<file path="config.mk">
export PLATFORM = sky130hd
export DESIGN_NAME = sw_chain_loader
export DESIGN_NICKNAME = d
export VERILOG_FILES = /design/src/rtl/sw_loader_pkg.sv /design/src/rtl/sw_interval_timer.sv /design/src/rtl/sw_shift_out.sv /design/src/rtl/sw_chain_loader.sv
export SDC_FILE = /design/constraint.sdc
export NUM_CORES = 1
export LEC_CHECK = 0
export BUFFER_PORTS_ARGS = -buffer_cell sky130_fd_sc_hd__buf_4
export CAP_MARGIN = 20
export CORE_AREA = 2 2 66 68
export CTS_CLUSTER_DIAMETER = 120
export CTS_CLUSTER_SIZE = 24
export DETAILED_ROUTE_END_ITERATION = 16
export DIE_AREA = 0 0 68 70
export PLACE_DENSITY_LB_ADDON = 0.25
export SYNTH_ARGS = -nofsm -noshare
export SYNTH_HDL_FRONTEND = slang
export SYNTH_SLANG_ARGS = --single-unit
</file>
<file path="constraint.sdc">
create_clock -name clk -period 2.2 [get_ports clk]
set_input_delay 0.33 -clock clk [delete_from_list [all_inputs] [get_ports clk]]
set_output_delay 0.33 -clock clk [all_outputs]
set_load 0.005 [all_outputs]
</file>
<file path="src/rtl/sw_loader_pkg.sv">
package sw_loader_pkg;

  typedef enum logic [2:0] {
    ST_IDLE  = 3'd0,
    ST_SHIFT = 3'd1,
    ST_SETUP = 3'd2,
    ST_LATCH = 3'd3,
    ST_DONE  = 3'd4,
    ST_CLEAR = 3'd5
  } ld_state_t;

  function automatic int max_of4(input int a, input int b, input int c, input int d);
    int m;
    m = a;
    if (b > m) m = b;
    if (c > m) m = c;
    if (d > m) m = d;
    return m;
  endfunction

endpackage

</file>
<file path="src/rtl/sw_interval_timer.sv">
// Down-counter shared by every timed phase. After a load with value V,
// expired_o reads high V-1 cycles later, so the phase that loaded it
// lasts exactly V cycles.
module sw_interval_timer #(
  parameter int CW = 4
) (
  input  logic          clk,
  input  logic          rst,
  input  logic          load_i,
  input  logic [CW-1:0] val_i,
  output logic          expired_o
);

  logic [CW-1:0] cnt_q;

  always_ff @(posedge clk) begin
    if (rst) begin
      cnt_q <= '0;
    end else if (load_i) begin
      cnt_q <= val_i - 1'b1;
    end else if (cnt_q != '0) begin
      cnt_q <= cnt_q - 1'b1;
    end
  end

  assign expired_o = (cnt_q == '0);

endmodule

</file>
<file path="src/rtl/sw_shift_out.sv">
// Parallel-load, MSB-first serialiser. Its top bit drives the data line
// straight from a flop.
module sw_shift_out #(
  parameter int W = 32
) (
  input  logic         clk,
  input  logic         rst,
  input  logic         load_i,
  input  logic         shift_i,
  input  logic [W-1:0] data_i,
  output logic         msb_o
);

  logic [W-1:0] sr_q;

  always_ff @(posedge clk) begin
    if (rst) begin
      sr_q <= '0;
    end else if (load_i) begin
      sr_q <= data_i;
    end else if (shift_i) begin
      sr_q <= {sr_q[W-2:0], 1'b0};
    end
  end

  assign msb_o = sr_q[W-1];

endmodule

</file>
<file path="src/rtl/sw_chain_loader.sv">
module sw_chain_loader
  import sw_loader_pkg::*;
#(
  parameter int N_DEV     = 2,
  parameter int DEV_BITS  = 16,
  parameter int HALF_CNT  = 2,
  parameter int SETUP_CNT = 2,
  parameter int LE_CNT    = 2,
  parameter int CLR_CNT   = 3
) (
  input  logic                      clk,
  input  logic                      rst,
  input  logic                      start_i,
  input  logic                      clear_req_i,
  input  logic [N_DEV*DEV_BITS-1:0] pattern_i,
  output logic                      busy_o,
  output logic                      done_o,
  output logic                      sdata_o,
  output logic                      sclk_o,
  output logic                      hold_o,
  output logic                      clear_o
);

  localparam int TOTAL = N_DEV * DEV_BITS;
  localparam int BCW   = (TOTAL > 1) ? $clog2(TOTAL) : 1;
  localparam int MAXC  = max_of4(HALF_CNT, SETUP_CNT, LE_CNT, CLR_CNT);
  localparam int TCW   = $clog2(MAXC + 1);

  localparam logic [BCW-1:0] LAST_BIT = BCW'(TOTAL - 1);
  localparam logic [TCW-1:0] HALF_V   = TCW'(HALF_CNT);
  localparam logic [TCW-1:0] SETUP_V  = TCW'(SETUP_CNT);
  localparam logic [TCW-1:0] LE_V     = TCW'(LE_CNT);
  localparam logic [TCW-1:0] CLR_V    = TCW'(CLR_CNT);

  ld_state_t      state_q, nxt_state;
  logic [BCW-1:0] bit_q, nxt_bit;
  logic           sclk_q, nxt_sclk;
  logic           hold_q, nxt_hold;
  logic           clr_q, nxt_clr;
  logic           done_q, nxt_done;
  logic           busy_q;

  logic           tmr_load, tmr_exp;
  logic [TCW-1:0] tmr_val;
  logic           sh_load, sh_shift;

  sw_interval_timer #(.CW(TCW)) u_timer (
    .clk      (clk),
    .rst      (rst),
    .load_i   (tmr_load),
    .val_i    (tmr_val),
    .expired_o(tmr_exp)
  );

  sw_shift_out #(.W(TOTAL)) u_shift (
    .clk    (clk),
    .rst    (rst),
    .load_i (sh_load),
    .shift_i(sh_shift),
    .data_i (pattern_i),
    .msb_o  (sdata_o)
  );

  always_comb begin
    nxt_state = state_q;
    nxt_bit   = bit_q;
    nxt_sclk  = sclk_q;
    nxt_hold  = hold_q;
    nxt_clr   = clr_q;
    nxt_done  = 1'b0;
    tmr_load  = 1'b0;
    tmr_val   = HALF_V;
    sh_load   = 1'b0;
    sh_shift  = 1'b0;
    case (state_q)
      ST_IDLE: begin
        if (clear_req_i) begin
          nxt_state = ST_CLEAR;
          nxt_clr   = 1'b1;
          tmr_load  = 1'b1;
          tmr_val   = CLR_V;
        end else if (start_i) begin
          nxt_state = ST_SHIFT;
          nxt_bit   = '0;
          sh_load   = 1'b1;
          tmr_load  = 1'b1;
        end
      end
      ST_SHIFT: begin
        if (tmr_exp) begin
          tmr_load = 1'b1;
          if (!sclk_q) begin
            nxt_sclk = 1'b1;
          end else begin
            nxt_sclk = 1'b0;
            if (bit_q == LAST_BIT) begin
              nxt_state = ST_SETUP;
              tmr_val   = SETUP_V;
            end else begin
              sh_shift = 1'b1;
              nxt_bit  = bit_q + 1'b1;
            end
          end
        end
      end
      ST_SETUP: begin
        if (tmr_exp) begin
          nxt_state = ST_LATCH;
          nxt_hold  = 1'b0;
          tmr_load  = 1'b1;
          tmr_val   = LE_V;
        end
      end
      ST_LATCH: begin
        if (tmr_exp) begin
          nxt_state = ST_DONE;
          nxt_hold  = 1'b1;
          nxt_done  = 1'b1;
        end
      end
      ST_CLEAR: begin
        if (tmr_exp) begin
          nxt_state = ST_DONE;
          nxt_clr   = 1'b0;
          nxt_done  = 1'b1;
        end
      end
      ST_DONE:  nxt_state = ST_IDLE;
      default:  nxt_state = ST_IDLE;
    endcase
  end

  always_ff @(posedge clk) begin
    if (rst) begin
      state_q <= ST_IDLE;
      bit_q   <= '0;
      sclk_q  <= 1'b0;
      hold_q  <= 1'b1;
      clr_q   <= 1'b0;
      done_q  <= 1'b0;
      busy_q  <= 1'b0;
    end else begin
      state_q <= nxt_state;
      bit_q   <= nxt_bit;
      sclk_q  <= nxt_sclk;
      hold_q  <= nxt_hold;
      clr_q   <= nxt_clr;
      done_q  <= nxt_done;
      busy_q  <= (nxt_state != ST_IDLE);
    end
  end

  assign busy_o  = busy_q;
  assign done_o  = done_q;
  assign sclk_o  = sclk_q;
  assign hold_o  = hold_q;
  assign clear_o = clr_q;

endmodule

</file>
==> out/metrics.json, run 1 <==
{
  "timing.critical_path.to_type": "flop",
  "synth_top_flop_cell": "dfxtp_1",
  "syn_area_mm2": 0.00209,
  "grt_use_total_pct": 18.9,
  "cts_tree": "built",
  "r2r_end": "u_shift.sr_q[5]$_SDFFE_PP0P_",
  "drt.antenna.violating_nets": 0,
  "regToRegStartpoint": "bit_q[0]$_SDFFE_PP0P_",
  "fin_crit_sh_pct": 90.6,
  "crit_path_max_incr_delay_ns": 0.33,
  "yosys_warnings": 0,
  "yosysUniqueCellTypes": 39,
  "dp_hpwl_um": 2770,
  "post_synth_and_or_nand_nor_area_fraction_pct": 21.0,
  "layout_min_cycle_time_ns": 1.99,
  "placeableCoreArea_mm2": 0.00414,
  "cell_with_the_most_instances_after_synthesis": "dfxtp_1",
  "first_global_vias": 1661,
  "cts_buffers": 5,
  "synth.mux.area_fraction_pct": 0,
  "drt_iter0_drc": 154,
  "path_clk_slew_ns": 0.09,
  "ioPinCount": 42,
  "run_status": "finished clean",
  "crit_path_max_fanout": 9,
  "num_vias": 1823,
  "main_combinational_cell_family_by_area_after_synthesis": "compound AO/OA/AOI/OAI gates",
  "synth_top_cell_by_area": "dfxtp_1",
  "die_h_um": 70,
  "grt_setup_unrepaired": "false",
  "cts-root-to-sink-buffers": 2,
  "clock_root_buffer": "clkbuf_8",
  "synth_seq_area_share_pct": 45.0,
  "port-buffer-count": 41,
  "synth_enable_flop_cells": 0,
  "synth_top_cells_by_count": "dfxtp_1, a21oi_1, nand3_1",
  "worst-path-buf-inv": 1,
  "floorplan.die.width_um": 68,
  "worst_hold_path.num_cells": 3,
  "std_cell_rows": 24,
  "fillCellCount": 380,
  "areaGrowthSynthToFinish_pct": 19.8,
  "dp_worst_setup_slack_ns": 0.0723,
  "critical_path_arrival_ns": 2.23,
  "synth.top_cells.by_area": "dfxtp_1, a22oi_1, a21oi_1",
  "power_density_mw_per_mm2": 753,
  "timing.critical_path.cells": "ha_1 -> and3_1 -> ha_1 -> nor4b_4 -> and2_2 -> buf_4 -> a22oi_1 -> a21oi_1",
  "report.final.setup_viol": 0,
  "crit_type": "reg2reg",
  "setup_ws_ns": 0.206,
  "compound_cell_area_share_of_the_yosys_netlist_pct": 23.7,
  "syn-instance-count": 230,
  "ctsHoldBuffers": 0,
  "floorplan.initialDensity_pct": 50.4,
  "synth_seq_cells": 47,
  "grt_start_max_net_pins": 43,
  "min_to": "u_shift.sr_q[0]$_SDFFE_PP0P_",
  "r2r_cells": 8,
  "synthXorXnorAreaFrac_pct": 1.26,
  "finalSetupTns_ns": 0,
  "wire_length_of_the_first_global_routing_pass_um": 7050,
  "drive_above_1_share_pct": 25.8,
  "globalRouteOverflowTotal": 0,
  "worstSetupStartpointType": "flop",
  "remaining_drc_errors": 0,
  "clock_sink_count": 47,
  "h-tree-depth": 2,
  "cap_violations": 0,
  "clk-insertion-delay-late_ns": 0.30,
  "synthAdderAreaFrac_pct": 1.20,
  "routed_wire_length_per_instance_um": 13.4,
  "worstMarginPinSlew_ns": 0.430,
  "worst_hold_slack_ns": 0.284,
  "syn-mean-instance-area_um2": 9.08,
  "num_antenna_cells": 0,
  "synth_async_sr_flop_share_pct": 0,
  "fp.dieArea_mm2": 0.00476,
  "vias_per_cell": 5.71,
  "ir_worst_vdd_v": 0.000483,
  "final_core_utilization_pct": 60.4,
  "place_congestion": 0.865,
  "num-nets-final": 304,
  "finalClockSkew_ns": 0.00884,
  "min_from": "pattern_i[0]",
  "timing.reg2reg.setup_slack_ns": 0.21,
  "hold_viol_final": 0,
  "antenna_found_initial": 0,
  "critical-path-top-cell-by-count": "ha_1",
  "clock.fmax_ghz": 0.502,
  "power.static_leakage_nw": 0.931,
  "postSynthNetCount": 268,
  "synth.top_cell.area_share_pct": 45.0,
  "min_path_type": "in2reg",
  "drt_wl_total_um": 4290,
  "drt_pass1_iterations": 5,
  "report.final.slew_viol_count": 0,
  "timing.slew.headroom_pct": 71.3,
  "cpLargestDelayFamily": "simple AND/OR/NAND/NOR gates",
  "crit_path_top_delay_cell": "dfxtp_1",
  "critical_path_required_ns": 2.43
}
## placed cells by master, fill, tap and decap left out, types with 3 or more instances in the layout
cell type and n:
nand3_2 3, o21ai_0 3, a22oi_1 31, nor2_1 5
a21oi_1 36, buf_4 49, xor2_1 3, nor3_1 4
nand3_1 35, clkbuf_8 6, dfxtp_1 47, nand2_1 11
## stage by stage
step | power, mW | std cells | instance area (um2)
finish | 1.88 | 319 | 2500
global route | 2.00 | 319 | 2500
CTS | 1.91 | 319 | 2500
detailed placement | 1.37 | 311 | 2400
global placement | 1.36 | 311 | 2400
floorplan | 1.25 | 230 | 2090
## final cells by class
class / instances / area (um2) / area share, %
tap: 52 / 65.1 / 2.60
timing repair buffer: 51 / 408 / 16.3
clock inverter: 2 / 16.3 / 0.650
clock buffer: 6 / 82.6 / 3.30
multi-input combinational: 160 / 987 / 39.4
inverter: 1 / 3.75 / 0.150
sequential: 47 / 941 / 37.6
## repair_timing
item,4_1_cts,5_1_grt
setup endpoints to repair,0,18
resized for setup,0,1
setup buffers,0,0
## logic make-up (layout without fill, tap and decap cells)
group,Yosys count,in the layout
compound gates,78,78
xor+xnor,3,3
fa+ha+maj,2,2
buf+inv,23,60
flops,47,47
simple gates,77,77
## power by group
group	total [mW]	leakage (nW)	internal, mW	switching [mW]
Sequential	0.978	0.383	0.920	0.0589
Clock	0.540	0.0474	0.256	0.284
Combinational	0.366	0.500	0.181	0.185
Total	1.88	0.931	1.36	0.527
## registers in the layout, indices dropped and copies added, names as in the netlist
| register | count |
|---|---|
| clear_o | 1 |
| done_o | 1 |
| sclk_o | 1 |
| bit_q | 5 |
| u_shift.sr_q | 32 |
| hold_o | 1 |
| state_q | 3 |
| u_timer.cnt_q | 2 |
| busy_o | 1 |
## worst reg2reg max path: stages, from the launching register on
cell and delay (ns):
dfxtp_1 0.33, ha_1 0.21, and3_1 0.18, ha_1 0.22
nor4b_4 0.28, and2_2 0.29, buf_4 0.19, a22oi_1 0.10
a21oi_1 0.13
## per-layer routing
layer	vias to the layer above	track usage [%]	part of all wire, %
li1	921	-	-
met1	849	24.2	46
met2	47	30.3	47
met3	6	5.15	5.4
met4	0	6.22	1.3
met5	-	0	0
## how the worst max path moves through the flow
stage                           from                      endpoint  cells past startpoint
3_3_place_gp   bit_q[0]$_SDFFE_PP0P_  u_shift.sr_q[2]$_SDFFE_PP0P_                      8
4_1_cts        bit_q[0]$_SDFFE_PP0P_  u_shift.sr_q[5]$_SDFFE_PP0P_                      8
5_1_grt        bit_q[0]$_SDFFE_PP0P_  u_shift.sr_q[5]$_SDFFE_PP0P_                      8
6_report       bit_q[0]$_SDFFE_PP0P_  u_shift.sr_q[5]$_SDFFE_PP0P_                      8
2_1_floorplan  bit_q[0]$_SDFFE_PP0P_         bit_q[1]$_SDFFE_PP0P_                      9
3_5_place_dp   bit_q[0]$_SDFFE_PP0P_  u_shift.sr_q[5]$_SDFFE_PP0P_                      8
Power figures use the tool's default switching activity.
==> run 2, diff against run 1 <==
Settings changed: ABC_AREA from default to 1, CORE_AREA 2 2 66 68 to 2 2 73 75, DIE_AREA 0 0 68 70 to 0 0 75 77.
Clock period 2.2 ns to 2.1 ns, I/O delays scaled along.
==> run 2 against run 1 <==
Final area up 26%. Power up 20%. Hold slack better by 0.00086 ns. First-iteration DRC count down 12%. Sequential power up 2%. Register-to-register slack better by 0.05 ns. Wire length up 31%. Final cell count up 45%. Core utilization up 3.1 points. Combinational power up 33%. Synthesized cell count up 56%. Critical path depth up 3. Largest cell class unchanged.
==> out/metrics.json, run 2 <==
{
  "h-tree-depth": {"value": 2, "change": "unchanged"},
  "postSynthNetCount": {"value": 396, "change": "was 268"},
  "drt_wl_total": {"value": 5610, "unit": "um", "change": "was 4290 um"},
  "yosysUniqueCellTypes": {"value": 27, "change": "was 39"},
  "ioPinCount": {"value": 42, "change": "unchanged"},
  "post_cts_buffers": {"value": 0, "change": "unchanged"},
  "finalClockSkew": {"value": 0.00680, "unit": "ns", "change": "was 0.00884 ns"},
  "wire_length_of_the_first_global_routing_pass": {"value": 9430, "unit": "um", "change": "was 7050 um"},
  "fp.dieArea": {"value": 0.00578, "unit": "mm2", "change": "was 0.00476 mm2"},
  "finalSetupTns": {"value": 0, "unit": "ns", "change": "unchanged"},
  "dpl.cell_count": {"value": 454, "change": "was 311"},
  "placeableCoreArea": {"value": 0.00498, "unit": "mm2", "change": "was 0.00414 mm2"},
  "synth.top_cell.area_share": {"value": 34.4, "unit": "%", "change": "was 45.0%"},
  "first_global_vias": {"value": 2158, "change": "was 1,661"},
  "floorplan.die.width": {"value": 75, "unit": "um", "change": "was 68 um"},
  "cap_violations": {"value": 0, "change": "unchanged"},
  "cts-root-to-sink-buffers": {"value": 2, "change": "unchanged"},
  "worst_hold_path.num_cells": {"value": 3, "change": "unchanged"},
  "run_status": {"value": "finished clean", "change": "unchanged"},
  "r2r_cells": {"value": 11, "change": "was 8"},
  "num_vias": {"value": 2374, "change": "was 1,823"},
  "synth_top_cell_by_area": {"value": "dfxtp_1", "change": "unchanged"},
  "report.final.setup_viol": {"value": 0, "change": "unchanged"},
  "grt_use_total": {"value": 20.5, "unit": "%", "change": "was 18.9%"},
  "drt.antenna.violating_nets": {"value": 0, "change": "unchanged"},
  "timing.critical_path.to_type": {"value": "flop", "change": "unchanged"},
  "power.clock.fraction": {"value": 34.6, "unit": "%", "change": "was 28.7%"},
  "critical_path_required": {"value": 2.26, "unit": "ns", "change": "was 2.43 ns"},
  "clock_root_buffer": {"value": "clkbuf_8", "change": "unchanged"},
  "yosys_warnings": {"value": 0, "change": "unchanged"},
  "power.share.switching": {"value": 29.0, "unit": "%", "change": "was 28.0%"},
  "internal_power": {"value": 1.61, "unit": "mW", "change": "was 1.36 mW"},
  "syn-instance-count": {"value": 358, "change": "was 230"},
  "syn_area": {"value": 0.00273, "unit": "mm2", "change": "was 0.00209 mm2"},
  "cts_tree": {"value": "built", "change": "unchanged"},
  "crit_path_top_delay_cell": {"value": "dfxtp_1", "change": "unchanged"},
  "worstMarginPinSlew": {"value": 0.643, "unit": "ns", "change": "was 0.430 ns"},
  "path_clk_slew": {"value": 0.09, "unit": "ns", "change": "about the same"},
  "min_path_type": {"value": "in2reg", "change": "unchanged"},
  "port-buffer-count": {"value": 41, "change": "unchanged"},
  "multi_input_area": {"value": 0.00144, "unit": "mm2", "change": "was 987 um2"},
  "crit_type": {"value": "reg2reg", "change": "unchanged"},
  "min_from": {"value": "pattern_i[0]", "change": "unchanged"},
  "synth_top_flop_cell": {"value": "dfxtp_1", "change": "unchanged"},
  "globalRouteOverflowTotal": {"value": 0, "change": "unchanged"},
  "cts_buffers": {"value": 5, "change": "unchanged"},
  "num_antenna_cells": {"value": 0, "change": "unchanged"},
  "areaGrowthSynthToFinish": {"value": 15.7, "unit": "%", "change": "was 19.8%"},
  "syn-mean-instance-area": {"value": 7.63, "unit": "um2", "change": "was 9.08 um2"},
  "synth_enable_flop_cells": {"value": 0, "change": "unchanged"},
  "synth_top_cells_by_count": {"value": "nand3_1, nand2_1, dfxtp_1", "change": "was dfxtp_1, a21oi_1, nand3_1"},
  "routed_wire_length_per_instance": {"value": 12.1, "unit": "um", "change": "was 13.4 um"},
  "grt_start_max_net_pins": {"value": 45, "change": "was 43"},
  "report.final.slew_viol_count": {"value": 0, "change": "unchanged"},
  "ir_worst_vdd": {"value": 0.000486, "unit": "V", "change": "was 0.000483 V"},
  "hold_viol_final": {"value": 0, "change": "unchanged"},
  "remaining_drc_errors": {"value": 0, "change": "unchanged"},
  "std_cell_rows": {"value": 26, "change": "was 24"},
  "drt_iter0_drc": {"value": 136, "change": "was 154"},
  "fillCellCount": {"value": 472, "change": "was 380"},
  "combined_flip_flop_and_latch_cell_area": {"value": 941, "unit": "um2", "change": "unchanged"},
  "largest_register_ffs": {"value": 32, "change": "unchanged"},
  "largest-register": {"value": "u_shift.sr_q", "change": "unchanged"},
  "timing.critical_path.cells": {"value": "ha_1 -> nand2_1 -> nor2_1 -> ha_1 -> inv_1 -> nand2_1 -> nor2_4 -> nand2_4 -> buf_4 -> nand3_1 -> a21oi_1", "change": "was ha_1 -> and3_1 -> ha_1 -> nor4b_4 -> and2_2 -> buf_4 -> a22oi_1 -> a21oi_1"},
  "reg_top3": {"value": "u_shift.sr_q (32), bit_q (5), state_q (3)", "change": "unchanged"},
  "cpLargestDelayFamily": {"value": "simple AND/OR/NAND/NOR gates", "change": "unchanged"},
  "vias_per_cell": {"value": 5.14, "change": "was 5.71"},
  "dp_hpwl": {"value": 3690, "unit": "um", "change": "was 2770 um"},
  "most_common_cell_after_layout_fill_and_taps_aside": {"value": "nand3_1", "change": "was buf_4"},
  "layout_min_cycle_time": {"value": 1.85, "unit": "ns", "change": "was 1.99 ns"},
  "synth_seq_cells": {"value": 47, "change": "unchanged"},
  "num-nets-final": {"value": 429, "change": "was 304"},
  "synth.top_cells.by_area": {"value": "dfxtp_1, nand3_1, nand3_2", "change": "was dfxtp_1, a22oi_1, a21oi_1"},
  "power.net_switching": {"value": 0.657, "unit": "mW", "change": "was 0.527 mW"},
  "worstSetupStartpointType": {"value": "flop", "change": "unchanged"},
  "clock.fmax": {"value": 0.542, "unit": "GHz", "change": "was 0.502 GHz"},
  "timing.reg2reg.setup_slack": {"value": 0.25, "unit": "ns", "change": "was 0.21 ns"},
  "grt_setup_unrepaired": {"value": "false", "change": "unchanged"},
  "fin_crit_sh": {"value": 87.9, "unit": "%", "change": "was 90.6%"},
  "final-instance-count-excl-fill": {"value": 462, "change": "was 319"},
  "synth_seq_area_share": {"value": 34.4, "unit": "%", "change": "was 45.0%"},
  "cts_repair_resize_count": {"value": 0, "change": "unchanged"},
  "power.static_leakage": {"value": 1.31, "unit": "nW", "change": "was 0.931 nW"},
  "comb_power_share": {"value": 21.4, "unit": "%", "change": "was 19.4%"},
  "critical_path_arrival": {"value": 2.01, "unit": "ns", "change": "was 2.23 ns"},
  "clock_sink_count": {"value": 47, "change": "unchanged"},
  "totalPowerFinal": {"value": 2.27, "unit": "mW", "change": "was 1.88 mW"},
  "drt_pass1_iterations": {"value": 4, "change": "was 5"},
  "synth_async_sr_flop_share": {"value": 0, "unit": "%", "change": "unchanged"},
  "worst-path-buf-inv": {"value": 2, "change": "was 1"},
  "die_h": {"value": 77, "unit": "um", "change": "was 70 um"},
  "ctsHoldBuffers": {"value": 0, "change": "unchanged"},
  "pwr-share-seq": {"value": 44.0, "unit": "%", "change": "was 51.9%"},
  "crit_path_max_fanout": {"value": 16, "change": "was 9"},
  "cell_with_the_most_instances_after_synthesis": {"value": "nand3_1", "change": "was dfxtp_1"},
  "power_density": {"value": 717, "unit": "mW/mm2", "change": "was 753 mW/mm2"},
  "regToRegStartpoint": {"value": "bit_q[0]$_SDFFE_PP0P_", "change": "unchanged"},
  "r2r_end": {"value": "u_shift.sr_q[16]$_SDFFE_PP0P_", "change": "was u_shift.sr_q[5]$_SDFFE_PP0P_"},
  "drive_above_1_share": {"value": 32.7, "unit": "%", "change": "was 25.8%"},
  "clk-insertion-delay-late": {"value": 0.30, "unit": "ns", "change": "about the same"},
  "floorplan.initialDensity": {"value": 54.9, "unit": "%", "change": "was 50.4%"},
  "layout.cells.most_common_list": {"value": "nand3_1, nand2_1, buf_4", "change": "was buf_4, dfxtp_1, a21oi_1"},
  "crit_path_max_incr_delay": {"value": 0.35, "unit": "ns", "change": "was 0.33 ns"},
  "timing.slew.headroom": {"value": 57.1, "unit": "%", "change": "was 71.3%"},
  "min_to": {"value": "u_shift.sr_q[0]$_SDFFE_PP0P_", "change": "unchanged"},
  "place_congestion": {"value": 0.867, "change": "was 0.865"},
  "antenna_found_initial": {"value": 0, "change": "unchanged"}
}
==> run 2: cell count changes after synthesis, sizes merged, moves of 3 or more <==
cell	before	now
buf	12	18
nor2	6	21
nand2	11	64
a22oi	31	0
nand3	38	102
a21oi	36	39
inv	1	47
o21ai	3	8
xor2	3	0
clkbuf	10	5
==> run 2: logic make-up (layout without fill, tap and decap cells) <==
group	after synthesis	count (layout)	share of synthesized area, %
simple gates	191	191	38.8
flops	47	47	34.4
fa+ha+maj	2	2	0.916
buf+inv	70	104	12.9
compound gates	48	48	13.0
==> run 2: worst min-delay path, stage by stage <==
cell and delay (ns):
buf_4 0.11, nand2_1 0.07, a21oi_2 0.05
==> run 2: worst max-delay path by stage <==
stage,from,slack [ns],endpoint,cells after the start
after floorplan,bit_q[0]$_SDFFE_PP0P_,0.49,u_shift.sr_q[5]$_SDFFE_PP0P_,11
after global placement,bit_q[0]$_SDFFE_PP0P_,0.37,u_shift.sr_q[14]$_SDFFE_PP0P_,11
after detailed placement,bit_q[0]$_SDFFE_PP0P_,0.29,u_shift.sr_q[16]$_SDFFE_PP0P_,11
after CTS,bit_q[0]$_SDFFE_PP0P_,0.25,u_shift.sr_q[16]$_SDFFE_PP0P_,11
after global routing,bit_q[0]$_SDFFE_PP0P_,0.12,u_shift.sr_q[16]$_SDFFE_PP0P_,11
final,bit_q[0]$_SDFFE_PP0P_,0.25,u_shift.sr_q[16]$_SDFFE_PP0P_,11
==> run 2: per-stage QoR <==
step	utilization (%)	cell area (um2)	hold slack, ns	worst slack (ns)
floorplan	-	2730	0.452	0.494
global placement	60.8	3030	0.466	0.366
detailed placement	60.8	3030	0.467	0.285
CTS	63.5	3160	0.278	0.248
global route	63.5	3160	0.286	0.117
finish	63.5	3160	0.285	0.255
==> run 2: area by class of cell <==
cell class | instances | area share (%)
multi-input cells | 241 | 45.5
flip-flops and latches | 47 | 29.8
repair buffers | 49 | 12.0
inverters | 47 | 5.58
well taps | 70 | 2.77
clock buffers | 5 | 2.18
clock inverters | 3 | 2.14
==> run 2: power groups by stage <==
stage          Clock [mW]  Combinational, mW  Sequential (mW)
2_1_floorplan           0              0.376             1.01
4_1_cts             0.801              0.492            0.997
6_report            0.784              0.485            0.997
5_1_grt             0.843              0.539             1.00
3_3_place_gp            0              0.485             1.01
3_5_place_dp            0              0.489             1.02
==> run 2: routing by layer <==
layer	vias to the layer above	track usage [%]	part of all wire, %
met2	53	33.9	49
met3	4	4.34	4.5
met4	0	5.71	0.61
met5	-	0	0
li1	1236	-	-
met1	1081	26.3	46
==> run 3, diff against run 2 <==
Settings changed: MAX_ROUTING_LAYER from default to met4.
==> run 3 against run 2 <==
Sequential power about the same. Core utilization stayed put. Flip-flop and latch count is the same. Count of clock-buffer cells in the layout is the same. Fmax down 0.11%. Non-clock buffer count unchanged. Final cell count unchanged. Global-route usage is 0.55 points higher. Critical endpoint is now u_shift.sr_q[28]$_SDFFE_PP0P_. Clock skew is essentially flat. First-iteration DRC count up 0.74%. Power hardly changed. Final area is the same.
==> out/metrics.json, run 3 (same netlist as run 2, synthesis figures left out) <==
{
  "timing.slew.headroom": {"value": 57.1, "unit": "%", "change": "about the same"},
  "antenna_found_initial": {"value": 0, "change": "unchanged"},
  "dp_worst_setup_slack": {"value": 0.285, "unit": "ns", "change": "unchanged"},
  "timing.critical_path.to_type": {"value": "flop", "change": "unchanged"},
  "totalPowerFinal": {"value": 2.27, "unit": "mW", "change": "about the same"},
  "h-tree-depth": {"value": 2, "change": "unchanged"},
  "detailed_place.area": {"value": 0.00303, "unit": "mm2", "change": "unchanged"},
  "report.final.slew_viol_count": {"value": 0, "change": "unchanged"},
  "grt_use_total": {"value": 21.0, "unit": "%", "change": "was 20.5%"},
  "wire_length_of_the_first_global_routing_pass": {"value": 9430, "unit": "um", "change": "unchanged"},
  "comb_power_share": {"value": 21.4, "unit": "%", "change": "about the same"},
  "critical_path_arrival": {"value": 2.09, "unit": "ns", "change": "was 2.01 ns"},
  "post_cts_buffers": {"value": 0, "change": "unchanged"},
  "ioPinCount": {"value": 42, "change": "unchanged"},
  "finalClockSkew": {"value": 0.00676, "unit": "ns", "change": "was 0.00680 ns"},
  "cts_buffers": {"value": 5, "change": "unchanged"},
  "dpl.cell_count": {"value": 454, "change": "unchanged"},
  "layout_min_cycle_time": {"value": 1.85, "unit": "ns", "change": "about the same"},
  "remaining_drc_errors": {"value": 0, "change": "unchanged"},
  "power.static_leakage": {"value": 1.31, "unit": "nW", "change": "unchanged"},
  "stdcell_area": {"value": 0.00316, "unit": "mm2", "change": "unchanged"},
  "layout.cells.most_common_list": {"value": "nand3_1, nand2_1, buf_4", "change": "unchanged"},
  "grt_util_met1": {"value": 26.4, "unit": "%", "change": "was 26.3%"},
  "num_vias": {"value": 2374, "change": "unchanged"},
  "min_path_type": {"value": "in2reg", "change": "unchanged"},
  "fin_crit_sh": {"value": 88.0, "unit": "%", "change": "was 87.9%"},
  "most_common_cell_after_layout_fill_and_taps_aside": {"value": "nand3_1", "change": "unchanged"},
  "report.final.setup_viol": {"value": 0, "change": "unchanged"},
  "pwr-share-seq": {"value": 44.0, "unit": "%", "change": "about the same"},
  "reg_top3": {"value": "u_shift.sr_q (32), bit_q (5), state_q (3)", "change": "unchanged"},
  "grt_start_max_net_pins": {"value": 45, "change": "unchanged"},
  "clock_root_buffer": {"value": "clkbuf_8", "change": "unchanged"},
  "ctsHoldBuffers": {"value": 0, "change": "unchanged"},
  "run_status": {"value": "finished clean", "change": "unchanged"},
  "cts_tree": {"value": "built", "change": "unchanged"},
  "place_congestion": {"value": 0.881, "change": "was 0.867"},
  "clock_sink_count": {"value": 47, "change": "unchanged"},
  "drt_iter0_drc": {"value": 137, "change": "was 136"},
  "crit_path_max_fanout": {"value": 17, "change": "was 16"},
  "worstMarginPinSlew": {"value": 0.644, "unit": "ns", "change": "was 0.643 ns"},
  "fp.dieArea": {"value": 0.00578, "unit": "mm2", "change": "unchanged"},
  "largest-register": {"value": "u_shift.sr_q", "change": "unchanged"},
  "critical_path_required": {"value": 2.34, "unit": "ns", "change": "was 2.26 ns"},
  "final-instance-count-excl-fill": {"value": 462, "change": "unchanged"},
  "clock.fmax": {"value": 0.541, "unit": "GHz", "change": "was 0.542 GHz"},
  "cap_violations": {"value": 0, "change": "unchanged"},
  "floorplan.initialDensity": {"value": 54.9, "unit": "%", "change": "unchanged"},
  "grtUsageMet2": {"value": 33.9, "unit": "%", "change": "unchanged"},
  "worstSetupStartpointType": {"value": "flop", "change": "unchanged"},
  "die_h": {"value": 77, "unit": "um", "change": "unchanged"},
  "worst_hold_slack": {"value": 0.285, "unit": "ns", "change": "about the same"},
  "fillCellCount": {"value": 472, "change": "unchanged"},
  "power.net_switching": {"value": 0.658, "unit": "mW", "change": "was 0.657 mW"},
  "internal_power": {"value": 1.61, "unit": "mW", "change": "about the same"},
  "clk-insertion-delay-late": {"value": 0.30, "unit": "ns", "change": "about the same"},
  "gr-usage-met3": {"value": 4.20, "unit": "%", "change": "was 4.34%"},
  "globalRouteOverflowTotal": {"value": 0, "change": "unchanged"},
  "first_global_vias": {"value": 2158, "change": "unchanged"},
  "vias_per_cell": {"value": 5.14, "change": "unchanged"},
  "cts_repair_resize_count": {"value": 0, "change": "unchanged"},
  "drt_pass1_iterations": {"value": 4, "change": "unchanged"},
  "power.clock.fraction": {"value": 34.6, "unit": "%", "change": "about the same"},
  "placeableCoreArea": {"value": 0.00498, "unit": "mm2", "change": "unchanged"},
  "num-nets-final": {"value": 429, "change": "unchanged"},
  "power.share.switching": {"value": 29.0, "unit": "%", "change": "about the same"},
  "drt_wl_total": {"value": 5610, "unit": "um", "change": "about the same"},
  "drt.antenna.violating_nets": {"value": 0, "change": "unchanged"},
  "port-buffer-count": {"value": 41, "change": "unchanged"},
  "areaGrowthSynthToFinish": {"value": 15.7, "unit": "%", "change": "unchanged"},
  "finalSetupTns": {"value": 0, "unit": "ns", "change": "unchanged"},
  "floorplan.die.width": {"value": 75, "unit": "um", "change": "unchanged"},
  "path_clk_slew": {"value": 0.09, "unit": "ns", "change": "about the same"},
  "grt_setup_unrepaired": {"value": "false", "change": "unchanged"},
  "setup_ws": {"value": 0.252, "unit": "ns", "change": "was 0.255 ns"},
  "ir_worst_vdd": {"value": 0.000486, "unit": "V", "change": "about the same"},
  "final_core_utilization": {"value": 63.5, "unit": "%", "change": "unchanged"},
  "routed_wire_length_per_instance": {"value": 12.1, "unit": "um", "change": "about the same"},
  "dp_hpwl": {"value": 3690, "unit": "um", "change": "unchanged"},
  "largest_register_ffs": {"value": 32, "change": "unchanged"},
  "num_antenna_cells": {"value": 0, "change": "unchanged"},
  "most_crowded_layer_gr": {"value": "met2", "change": "unchanged"},
  "cts-root-to-sink-buffers": {"value": 2, "change": "unchanged"},
  "crit_type": {"value": "reg2reg", "change": "unchanged"},
  "power_density": {"value": 717, "unit": "mW/mm2", "change": "about the same"},
  "std_cell_rows": {"value": 26, "change": "unchanged"},
  "drive_above_1_share": {"value": 32.7, "unit": "%", "change": "unchanged"},
  "hold_viol_final": {"value": 0, "change": "unchanged"}
}
[run 3: final cells by class]
cell class              count  area, um2  share of cell area, %
multi-input cells         241       1440                   45.5
flip-flops and latches     47        941                   29.8
repair buffers             49        380                   12.0
clock inverters             3       67.6                   2.14
well taps                  70       87.6                   2.77
clock buffers               5       68.8                   2.18
inverters                  47        176                   5.58
[run 3: layer usage]
| metal | part of all wire, % | vias to the layer above |
|---|---|---|
| met1 | 47 | 1084 |
| met4 | 0.61 | 0 |
| met5 | 0 | - |
| met2 | 49 | 51 |
| li1 | - | 1235 |
| met3 | 4.0 | 4 |
[run 3: worst max-delay path, cell delays in order, from the launching register on]
cell,delay [ns]
dfxtp_1,0.38
ha_1,0.19
nand2_1,0.08
nor2_1,0.12
ha_1,0.18
inv_1,0.05
nand2_1,0.10
nor2_4,0.06
nand2_4,0.08
buf_4,0.27
nand3_2,0.12
a21oi_2,0.14
[run 3: path summary, 6_finish.rpt]
kind | depth (start not counted) | slack [ns] | end | start
max | 11 | 0.25 | u_shift.sr_q[28]$_SDFFE_PP0P_ | bit_q[0]$_SDFFE_PP0P_
min | 3 | 0.28 | u_shift.sr_q[0]$_SDFFE_PP0P_ | pattern_i[0]
min reg2reg | 2 | 0.48 | u_shift.sr_q[0]$_SDFFE_PP0P_ | u_shift.sr_q[0]$_SDFFE_PP0P_
max reg2reg | 11 | 0.25 | u_shift.sr_q[28]$_SDFFE_PP0P_ | bit_q[0]$_SDFFE_PP0P_
[run 3: power by group through the flow]
stage	combinational, mW	sequential, mW	clock (mW)
floorplan	0.376	1.01	0
global placement	0.485	1.01	0
detailed placement	0.489	1.02	0
CTS	0.492	0.997	0.801
global route	0.539	1.00	0.843
finish	0.486	0.997	0.784
